`src/rtl/uart_irq_pkg.sv`:
```
package uart_irq_pkg;

    typedef enum logic [3:0] {
        ID_MODEM  = 4'b0000,
        ID_NONE   = 4'b0001,
        ID_TXE    = 4'b0010,
        ID_RXDATA = 4'b0100,
        ID_LINE   = 4'b0110,
        ID_STALL  = 4'b1100
    } irq_id_e;

    // enable register layout, MSB first
    typedef struct packed {
        logic modem;
        logic line;
        logic txe;
        logic rxdata;
    } irq_en_t;

    typedef struct packed {
        logic line;
        logic stall;
        logic rxdata;
        logic txe;
        logic modem;
    } irq_src_t;

    localparam int FLAG_LINE  = 0;
    localparam int FLAG_MODEM = 1;
    localparam int NUM_FLAGS  = 2;

    function automatic irq_src_t mask_src(irq_src_t s, irq_en_t e);
        irq_src_t m;
        m.line   = s.line   & e.line;
        m.stall  = s.stall  & e.rxdata;
        m.rxdata = s.rxdata & e.rxdata;
        m.txe    = s.txe    & e.txe;
        m.modem  = s.modem  & e.modem;
        return m;
    endfunction

    function automatic irq_id_e pick_id(irq_src_t m);
        if (m.line)        return ID_LINE;
        else if (m.stall)  return ID_STALL;
        else if (m.rxdata) return ID_RXDATA;
        else if (m.txe)    return ID_TXE;
        else if (m.modem)  return ID_MODEM;
        else               return ID_NONE;
    endfunction

endpackage

```
`src/rtl/irq_flag.sv`:
```
module irq_flag (
    input  logic clk,
    input  logic rst,
    input  logic set,
    input  logic clr,
    output logic q
);
    always_ff @(posedge clk) begin
        if (rst)       q <= 1'b0;
        else if (set)  q <= 1'b1;
        else if (clr)  q <= 1'b0;
    end

    AST_FLAG_SET_STICKS: assert property (@(posedge clk) disable iff (rst)
        set |=> q); // R3 (and R8)
    AST_FLAG_CLR_WORKS: assert property (@(posedge clk) disable iff (rst)
        (clr && !set) |=> !q); // R8 (and R3)
endmodule

```
`src/rtl/irq_rx_timer.sv`:
```
module irq_rx_timer #(
    parameter int FIFO_DEPTH = 16,
    parameter int TO_CHARS   = 4,
    localparam int LVL_W = $clog2(FIFO_DEPTH + 1),
    localparam int TW    = $clog2(TO_CHARS + 1)
) (
    input  logic             clk,
    input  logic             rst,
    input  logic [LVL_W-1:0] rx_level,
    input  logic [LVL_W-1:0] rx_trig,
    input  logic             rx_push,
    input  logic             rx_pop,
    input  logic             char_tick,
    output logic             data_rdy,
    output logic             stall
);
    localparam logic [TW-1:0] LIM = TW'(TO_CHARS);

    logic [TW-1:0] cnt;
    logic          quiet;

    assign quiet = (rx_level != '0) && !rx_push && !rx_pop;

    always_ff @(posedge clk) begin
        if (rst)                       cnt <= '0;
        else if (!quiet)               cnt <= '0;
        else if (char_tick && cnt != LIM) cnt <= cnt + 1'b1;
    end

    assign stall    = (cnt == LIM);
    assign data_rdy = (rx_level != '0) && (rx_level >= rx_trig);

    AST_STALL_ACTIVITY_CLR: assert property (@(posedge clk) disable iff (rst)
        (rx_push || rx_pop) |=> !stall);
    AST_STALL_EMPTY_CLR: assert property (@(posedge clk) disable iff (rst)
        (rx_level == '0) |=> !stall);
endmodule

```
`src/rtl/irq_txe_track.sv`:
```
module irq_txe_track (
    input  logic clk,
    input  logic rst,
    input  logic tx_empty,
    input  logic arm,
    input  logic tx_wr,
    input  logic id_ack,
    output logic pend
);
    logic prev_empty;
    logic set_req;
    logic clr_req;

    assign set_req = (tx_empty && !prev_empty) || (arm && tx_empty);
    assign clr_req = tx_wr || id_ack;

    always_ff @(posedge clk) begin
        if (rst) begin
            prev_empty <= 1'b0;
            pend       <= 1'b0;
        end else begin
            prev_empty <= tx_empty;
            if (clr_req)      pend <= 1'b0;
            else if (set_req) pend <= 1'b1;
        end
    end

    AST_TXE_WRITE_CLR: assert property (@(posedge clk) disable iff (rst)
        tx_wr |=> !pend);
    AST_TXE_ARM_SET: assert property (@(posedge clk) disable iff (rst)
        (arm && tx_empty && !tx_wr && !id_ack) |=> pend);
endmodule

```
`src/rtl/irq_prio_enc.sv`:
```
module irq_prio_enc
    import uart_irq_pkg::*;
(
    input  irq_src_t   src,
    input  irq_en_t    en,
    output logic       irq,
    output logic [3:0] id
);
    irq_src_t masked;

    always_comb begin
        masked = mask_src(src, en);
        id     = pick_id(masked);
        irq    = |masked;
    end
endmodule

```
`src/rtl/uart_irq_ctrl.sv`:
```
module uart_irq_ctrl
    import uart_irq_pkg::*;
#(
    parameter int FIFO_DEPTH = 16,
    parameter int TO_CHARS   = 4,
    localparam int LVL_W = $clog2(FIFO_DEPTH + 1)
) (
    input  logic             clk,
    input  logic             rst,
    input  logic             en_wr,
    input  logic [3:0]       en_wdata,
    input  logic             line_err,
    input  logic             line_stat_rd,
    input  logic [LVL_W-1:0] rx_level,
    input  logic [LVL_W-1:0] rx_trig,
    input  logic             rx_push,
    input  logic             rx_pop,
    input  logic             char_tick,
    input  logic             tx_empty,
    input  logic             tx_wr,
    input  logic             id_rd,
    input  logic             modem_chg,
    input  logic             modem_stat_rd,
    output logic             irq,
    output logic [3:0]       irq_id
);
    irq_en_t  en_q;
    irq_en_t  en_new;
    irq_src_t src;

    logic [NUM_FLAGS-1:0] f_set;
    logic [NUM_FLAGS-1:0] f_clr;
    logic [NUM_FLAGS-1:0] f_q;

    logic data_rdy;
    logic stall;
    logic txe_pend;
    logic txe_arm;
    logic txe_ack;

    assign en_new = irq_en_t'(en_wdata);

    always_ff @(posedge clk) begin
        if (rst)        en_q <= '0;
        else if (en_wr) en_q <= en_new;
    end

    assign f_set[FLAG_LINE]  = line_err;
    assign f_clr[FLAG_LINE]  = line_stat_rd;
    assign f_set[FLAG_MODEM] = modem_chg;
    assign f_clr[FLAG_MODEM] = modem_stat_rd;

    for (genvar g = 0; g < NUM_FLAGS; g++) begin : g_flag
        irq_flag u_flag (
            .clk (clk),
            .rst (rst),
            .set (f_set[g]),
            .clr (f_clr[g]),
            .q   (f_q[g])
        );
    end

    irq_rx_timer #(
        .FIFO_DEPTH (FIFO_DEPTH),
        .TO_CHARS   (TO_CHARS)
    ) u_timer (
        .clk       (clk),
        .rst       (rst),
        .rx_level  (rx_level),
        .rx_trig   (rx_trig),
        .rx_push   (rx_push),
        .rx_pop    (rx_pop),
        .char_tick (char_tick),
        .data_rdy  (data_rdy),
        .stall     (stall)
    );

    assign txe_arm = en_wr && en_new.txe && !en_q.txe;
    assign txe_ack = id_rd && (irq_id == ID_TXE);

    irq_txe_track u_txe (
        .clk      (clk),
        .rst      (rst),
        .tx_empty (tx_empty),
        .arm      (txe_arm),
        .tx_wr    (tx_wr),
        .id_ack   (txe_ack),
        .pend     (txe_pend)
    );

    always_comb begin
        src.line   = f_q[FLAG_LINE];
        src.stall  = stall;
        src.rxdata = data_rdy;
        src.txe    = txe_pend;
        src.modem  = f_q[FLAG_MODEM];
    end

    irq_prio_enc u_enc (
        .src (src),
        .en  (en_q),
        .irq (irq),
        .id  (irq_id)
    );

    AST_IRQ_ID_AGREE: assert property (@(posedge clk) disable iff (rst)
        irq == (irq_id != ID_NONE));
    AST_LINE_FIRST: assert property (@(posedge clk) disable iff (rst)
        (en_q.line && f_q[FLAG_LINE]) |-> (irq_id == ID_LINE));
    AST_MASKED_QUIET: assert property (@(posedge clk) disable iff (rst)
        (en_q == '0) |-> !irq);
    AST_WRITE_LOADS_EN: assert property (@(posedge clk) disable iff (rst)
        (en_wr && en_wdata == 4'b0000) |=> !irq);
endmodule

```
`config.mk`:
```
export PLATFORM = sky130hd
export DESIGN_NAME = uart_irq_ctrl
export DESIGN_NICKNAME = d
export VERILOG_FILES = /design/src/rtl/uart_irq_pkg.sv /design/src/rtl/irq_flag.sv /design/src/rtl/irq_rx_timer.sv /design/src/rtl/irq_txe_track.sv /design/src/rtl/irq_prio_enc.sv /design/src/rtl/uart_irq_ctrl.sv
export SDC_FILE = /design/constraint.sdc
export NUM_CORES = 1
export LEC_CHECK = 0
export ABC_CLOCK_PERIOD_IN_PS = 7300
export BUFFER_PORTS_ARGS = -buffer_cell sky130_fd_sc_hd__buf_4
export CAP_MARGIN = 40
export CORE_MARGIN = 2
export CORE_UTILIZATION = 40
export DETAILED_ROUTE_END_ITERATION = 6
export PLACE_DENSITY_LB_ADDON = 0.08
export SYNTH_ARGS = -nofsm -noshare
export SYNTH_HDL_FRONTEND = slang
export SYNTH_HIERARCHICAL = 1
export SYNTH_SLANG_ARGS = --single-unit
```
`constraint.sdc`:
```
create_clock -name clk -period 7.3 [get_ports clk]
set_clock_uncertainty 0.05 [all_clocks]
set_input_delay 2.19 -clock clk [delete_from_list [all_inputs] [get_ports clk]]
set_output_delay 2.19 -clock clk [all_outputs]
set_load 0.05 [all_outputs]
```
Word level (Yosys, flattened, before mapping)
Index checks and enable logic that the tools add are counted.
- register bits after elaboration: 11
- output and inout bits: 5
- logic and storage cells: 50
- add/subtract/negate cells: 1
- magnitude comparators: 1
- equal/unequal tests: 3
- multiplexer cells: 9
- bitwise logic cells: 6
- reduce and logical (&&, ||, !) cells: 21
- operators by type and width (cell ; count):
    two-way mux 4 bit ; 4
    logical AND 1 bit ; 9
    bitwise AND 1 bit ; 5
    >= comparator 5 bit ; 1
    two-way mux 1 bit ; 5
    nonzero test 5 bit ; 1
    OR reduction 5 bit ; 1
    equality test 4 x 2 -> 1 bit (second input constant) ; 1
    zero test 1 bit ; 4
    nonzero test 2 bit ; 2
    OR reduction 2 bit ; 2
    adder 3 x 1 -> 3 bit (second input constant) ; 1
    equality test 3 bit (second input constant) ; 1
    inequality test 3 bit (second input constant) ; 1
    logical OR 1 bit ; 2
    NOT 1 bit ; 1

Depth between registers and ports, before layout
Gate-level depths: netlist (run 1).
- depth in word-level cells: 10
- gate-level depth with buffers: 11

By module
Netlist (run 1), hierarchy kept.
- by module, submodules not included (module ; instances ; cells each ; area each (µm²) ; sequential area each (µm²)):
    irq_rx_timer ; 1 ; 36 ; 291.5 ; 60.1
    uart_irq_ctrl ; 1 ; 16 ; 170.2 ; 80.1
    irq_flag ; 2 ; 4 ; 38.8 ; 20.0
    irq_txe_track ; 1 ; 6 ; 73.8 ; 40.0
    irq_prio_enc ; 1 ; 8 ; 57.6 ; 0.0

Worst setup path after synthesis (run 1)
OpenSTA, ideal clock, no wires.
- kind: input to output
- from: input rx_level[0]
- to: output irq_id[1]
- arrival time: 3.724 ns
- path slack: 1.336 ns
- stages on the path: 8
- buffers on the path: 0
- cells stage by stage: inv_1 > ha_1 > nand2b_1 > a211o_1 > o211ai_1 > a21oi_1 > o21ai_2 > a32o_1
- longest elaborated chain between the ends: 6
- RTL lines (what ; line ; text):
    start: declaration ; uart_irq_ctrl.sv:14 ; input logic [LVL_W-1:0] rx_level,
    >= comparator 5 bit or nonzero test 5 bit (tied branches) ; irq_rx_timer.sv:31 ; assign data_rdy = (rx_level != '0) && (rx_level >= rx_trig);
    logical AND 1 bit * ; irq_rx_timer.sv:31 ;
    net data_rdy ; uart_irq_ctrl.sv:35 ; logic data_rdy;
    bitwise AND 1 bit * ; uart_irq_pkg.sv:36 ; m.rxdata = s.rxdata & e.rxdata;
    two-way mux 4 bit * ; uart_irq_pkg.sv:45 ; else if (m.rxdata) return ID_RXDATA;
    two-way mux 4 bit * ; uart_irq_pkg.sv:44 ; else if (m.stall) return ID_STALL;
    two-way mux 4 bit * ; uart_irq_pkg.sv:43 ; if (m.line) return ID_LINE;
    end: declaration ; uart_irq_ctrl.sv:25 ; output logic [3:0] irq_id
Mark *: on every way through the listed nets, which the timed path passes. The rest lies on a longest branch.

Final worst setup path (run 1)
Same ends and word-level chain as after synthesis.

==> results_dict.tcl, run 1 <==
set metrics [dict create \
    ir_drop_mv 0.0872 \
    drive_above_1_share 0.417 \
    ant_nets 0 \
    hold_start "g_flag[1].u_flag/q$_SDFFE_PP0P_" \
    synth.area.mux_share 0.0597 \
    cp.required_ns 5.06 \
    grt_pass1_vias 485 \
    routed_wl_um 1260 \
    vias_per_cell 4.90 \
    fp.dieH_um 44.9 \
    reg2reg_setup_slack_ns 5.54 \
    hold_end "g_flag[1].u_flag/q$_SDFFE_PP0P_" \
    synth-edff-count 0 \
    power_mw 0.143 \
    start_kind "primary input" \
    r2r_start "u_timer/cnt[0]$_SDFFE_PP0P_" \
    numCtsBuffers 3 \
    layout_common_cells "buf_4, dfxtp_1, nor2_1, inv_1, ha_1" \
    syn2layout_area_growth_pct 40.1 \
    synth_fp_nets 108 \
    drv_slew 0 \
    setup_violations 0 \
    use_met3 0.0360 \
    cts_resized 0 \
    worst-slew-pin-transition_ns 0.311 \
    synth_compound_area_frac 0.159 \
    min_path_cells 2 \
    fillers 141 \
    final_common_cell "buf_4" \
    postCtsSetupBuffers 0 \
    gp_congestion 0.702 \
    start_util 0.435 \
    synth_ff_type "dfxtp_1" \
    r2r.worst_path.cells 7 \
    cts_tree "built" \
    ys_ff_latch 11 \
    startpoint "rx_level[0]" \
    use_met1 0.182 \
    synth_top_family_by_area "simple AND/OR/NAND/NOR gates" \
    fp-row-count 14 \
    synth_xor_area_frac 0.0261 \
    drc_errors 0 \
    ff_latch_area_um2 220 \
    die_area_um2 2020 \
    max_freq_ghz 0.167 \
    async_flop_share 0 \
    ctsHoldBuffers 0 \
    outcome "finished, final reports clean" \
    place_area_um2 912 \
    ys_warn_count 6 \
    power-per-cell-area_nw_per_um2 152 \
    rr_endpoint "u_txe/pend$_SDFFE_PP0P_" \
    grt_busiest_layer "met2" \
    min_period_over_period 0.822 \
    initialDrtViolationCount 10 \
    yosysUniqueCellTypes 29 \
    power.leakage_nw 0.471 \
    io_pins 32 \
    timing.slew.headroom 0.792 \
    maxCapViolCount 0 \
    endpoint_kind "output pin" \
    wl_per_cell_um 10.1 \
    period_minus_slack_ns 6.00 \
    synthAdderAreaFrac 0.131 \
    grt_pass1_wl_um 1970 \
    portBuffers 31 \
    die_x_um 44.9 \
    hold_slack_ns 0.456 \
    fin_cells 124 \
    multi_input_area_um2 405 \
    cts.clk_slew.worst_paths_ns 0.08 \
    cp_data_arrival_time_ns 3.76 \
    use_met2 0.191 \
    synthSimpleGateAreaFrac 0.229 \
    grtUsageTotal 0.136 \
    tns_ns 0 \
    place_ws_ns 1.29 \
    cts_root_buf "clkbuf_4" \
    clockBufferDepth 2 \
    fin_nets 143 \
    synthCells 74 \
    antenna_found_initial 0 \
    path_max_fanout 4 \
    synth.yosys.seq_area_share 0.328 \
    worstSetupPathType "in2out" \
    final_util 0.610 \
    cts_num_sinks 11 \
    grt-ovfl-total 0 \
    synthesis.area_um2 671 \
    antenna_cells 0 \
    hold_path.class "reg2reg" \
    fin_area_um2 940 \
    synth_area_leaders "dfxtp_1, ha_1, mux2i_1, nor2_1, inv_1" \
    placedCellCount 120 \
    hpwl_um 1070 \
    insertion_delay_ns 0.27 \
    htree_levels 1 \
    grt_max_degree 10 \
    grt_setup_unrepaired "false" \
    core_um2 1540 \
    num_vias 608 \
    fin_ws_ns 1.30 \
    avgSynthCellArea_um2 9.06 \
    dr.pass1.iters 4 \
    hold_viol 0 \
    synth.top_cell.area_share 0.328 \
    synth_area_leader_cell "dfxtp_1" \
]
-- flip-flops by register name, indices dropped and copies added, names as in the netlist --
signal and count:
u_txe/pend 1, u_timer/cnt 3, en_q 4, g_flag.u_flag/q 2, u_txe/prev_empty 1
-- per-layer routing --
layer  vias up  wire length, µm  part of all wire
met5         -                0                 0
met3         2              101             0.080
met1       266              584              0.46
li1        322                -                 -
met2        18              558              0.44
met4         0               13             0.010
-- report_power, final --
part	switching [mW]	leakage (nW)	internal [mW]
clock	0.0218	0.0177	0.0203
combinational	0.0169	0.363	0.0190
sequential	0.00217	0.0905	0.0628
total	0.0409	0.471	0.102
-- synthesized netlist by cell type, types with 2 or more instances --
library cell	instances
a21oi_1	2
dfxtp_1	11
mux2i_1	4
inv_1	9
nor2_1	10
nand2_1	3
a21oi_2	3
ha_1	7
nand2b_1	4
o21ai_2	2
-- worst max path at each step --
stage / cells past startpoint / endpoint / slack (ns)
2_1_floorplan: 8 / irq_id[1] / 1.34
3_3_place_gp: 10 / irq_id[1] / 1.30
3_5_place_dp: 10 / irq_id[1] / 1.29
4_1_cts: 10 / irq_id[1] / 1.28
5_1_grt: 10 / irq_id[1] / 1.15
6_report: 10 / irq_id[1] / 1.30
-- layout make-up --
type | count | area share
Clock buffer | 3 | 0.0240
Clock inverter | 1 | 0.00533
Inverter | 9 | 0.0360
Multi-Input combinational cell | 53 | 0.431
Sequential cell | 11 | 0.234
Tap cell | 16 | 0.0213
Timing Repair Buffer | 31 | 0.248
-- cells by family after synthesis --
group / after synthesis
flops: 11
fa+ha+maj: 7
mux: 4
simple gates: 27
buf+inv: 10
compound gates: 13
xor+xnor: 2
-- critical path, cell delays in order --
cell	delay, ns
buf_4	0.08
inv_1	0.03
ha_1	0.26
nand2b_1	0.13
a211o_1	0.28
o211ai_1	0.09
a21oi_1	0.10
o21ai_2	0.18
a32o_1	0.21
buf_4	0.20
No activity file was read; power rests on OpenSTA's default activity.
==> run 2: changes to the inputs <==
--- a/config.mk
+++ b/config.mk
@@ -5,7 +5,7 @@
 export SDC_FILE = /design/constraint.sdc
 export NUM_CORES = 1
 export LEC_CHECK = 0
-export ABC_CLOCK_PERIOD_IN_PS = 7300
+export ABC_CLOCK_PERIOD_IN_PS = 5200
 export BUFFER_PORTS_ARGS = -buffer_cell sky130_fd_sc_hd__buf_4
 export CAP_MARGIN = 40
 export CORE_MARGIN = 2
==> constraint.sdc (replaced) <==
create_clock -name clk -period 5.2 [get_ports clk]
set_clock_uncertainty 0.05 [all_clocks]
set_input_delay 1.56 -clock clk [delete_from_list [all_inputs] [get_ports clk]]
set_output_delay 1.56 -clock clk [all_outputs]
set_load 0.05 [all_outputs]
==> results_dict.tcl, run 2 (synthesized netlist as in run 1, its figures left out) <==
set metrics [dict create \
    intPower_mw 0.143 \
    cts_tree "built" \
    postCtsSetupBuffers 0 \
    core_um2 1540 \
    syn2layout_area_growth_pct 40.1 \
    cts_root_buf "clkbuf_4" \
    max_freq_ghz 0.210 \
    r2r_start "u_timer/cnt[0]$_SDFFE_PP0P_" \
    wl_per_cell_um 10.5 \
    routed_wl_um 1300 \
    hold_end "g_flag[1].u_flag/q$_SDFFE_PP0P_" \
    worstSetupPathType "in2out" \
    die_x_um 44.9 \
    setup_violations 0 \
    grt_max_degree 10 \
    start_util 0.435 \
    dr.pass1.iters 2 \
    cts_resized 0 \
    insertion_delay_ns 0.28 \
    hold_path.class "reg2reg" \
    min_path_cells 2 \
    fin_nets 143 \
    grt_setup_unrepaired "false" \
    path_max_fanout 4 \
    hold_viol 0 \
    portBuffers 31 \
    clockPowerShare 0.296 \
    drv_slew 0 \
    power.leakage_nw 0.471 \
    die_area_um2 2020 \
    ant_nets 0 \
    rr_endpoint "u_txe/pend$_SDFFE_PP0P_" \
    fin_area_um2 940 \
    drc_errors 0 \
    min_period_over_period 0.915 \
    endpoint_kind "output pin" \
    seqPwrFrac 0.453 \
    final_common_cell "buf_4" \
    grt_pass1_wl_um 1880 \
    htree_levels 1 \
    layout_common_cells "buf_4, dfxtp_1, nor2_1, inv_1, ha_1" \
    r2r.worst_path.cells 7 \
    antenna_cells 0 \
    num_vias 609 \
    numCtsBuffers 3 \
    cts_num_sinks 11 \
    clockBufferDepth 2 \
    start_kind "primary input" \
    initialDrtViolationCount 1 \
    grtUsageTotal 0.134 \
    drive_above_1_share 0.417 \
    place_area_um2 912 \
    fp.dieH_um 44.9 \
    antenna_found_initial 0 \
    p_comb_frac 0.251 \
    fillers 151 \
    maxCapViolCount 0 \
    ff_latch_area_um2 220 \
    hpwl_um 1100 \
    reg2reg_setup_slack_ns 3.45 \
    hold_start "g_flag[1].u_flag/q$_SDFFE_PP0P_" \
    timing.slew.headroom 0.789 \
    tns_ns 0 \
    power-per-cell-area_nw_per_um2 214 \
    gp_congestion 0.702 \
    grt-ovfl-total 0 \
    outcome "finished, final reports clean" \
    ctsHoldBuffers 0 \
    worst-slew-pin-transition_ns 0.316 \
    grt_pass1_vias 498 \
    p_switching_mw 0.0580 \
    largest_reg_flops 4 \
    p_sw_frac 0.288 \
    regMostFlops "en_q" \
    final_util 0.610 \
    ir_drop_mv 0.153 \
    top_regs "en_q: 4 flops, u_timer/cnt: 3 flops, g_flag.u_flag/q: 2 flops" \
    io_pins 32 \
    fp-row-count 14 \
    cp_data_arrival_time_ns 3.15 \
    cts.clk_slew.worst_paths_ns 0.08 \
    multi_input_area_um2 405 \
    vias_per_cell 4.91 \
    cp.required_ns 3.59 \
    period_minus_slack_ns 4.76 \
]
-- run 2: cell counts in the layout (fill, tap and decap cells not counted) --
Identical to the previous run, type by type.
-- run 2: worst max-delay path by stage --
| stage | from | end |
|---|---|---|
| 6_report | rx_level[0] | irq_id[1] |
| 5_1_grt | rx_level[0] | irq_id[1] |
| 4_1_cts | rx_level[0] | irq_id[1] |
| 3_5_place_dp | rx_level[0] | irq_id[1] |
| 3_3_place_gp | rx_level[0] | irq_id[1] |
| 2_1_floorplan | rx_level[0] | irq_id[1] |
-- run 2: critical path: stages --
cell	delay, ns
buf_4	0.08
inv_1	0.03
ha_1	0.27
nand2b_1	0.14
a211o_1	0.28
o211ai_1	0.09
a21oi_1	0.10
o21ai_2	0.17
a32o_1	0.21
buf_4	0.20
-- run 2: power by group through the flow --
stage	Combinational (mW)	Clock [mW]	Sequential, mW
floorplan	0.0284	0	0.0924
global placement	0.0505	0	0.0932
detailed placement	0.0509	0	0.0933
CTS	0.0511	0.0631	0.0913
global route	0.0549	0.0663	0.0915
finish	0.0505	0.0597	0.0912
-- run 2: through the flow --
stage	power [mW]	hold slack, ns	setup slack, ns	instances
after detailed placement	0.144	0.453	0.437	120
after global routing	0.213	0.480	0.321	124
after CTS	0.206	0.466	0.430	124
after floorplan	0.121	0.417	0.496	74
final	0.201	0.454	0.442	124
after global placement	0.144	0.440	0.460	120
-- run 2: final cells by class --
cell class,count,share of cell area
clock buffer,3,0.0240
clock inverter,1,0.00533
inverter,9,0.0360
multi-input combinational,53,0.431
sequential,11,0.234
tap,16,0.0213
timing repair buffer,31,0.248
-- run 2: per-layer routing --
metal	vias up	share of wire	track usage
met3	4	0.085	0.0440
li1	323	-	-
met2	20	0.44	0.197
met1	262	0.46	0.158
met5	-	0	0
met4	0	0.022	0.106
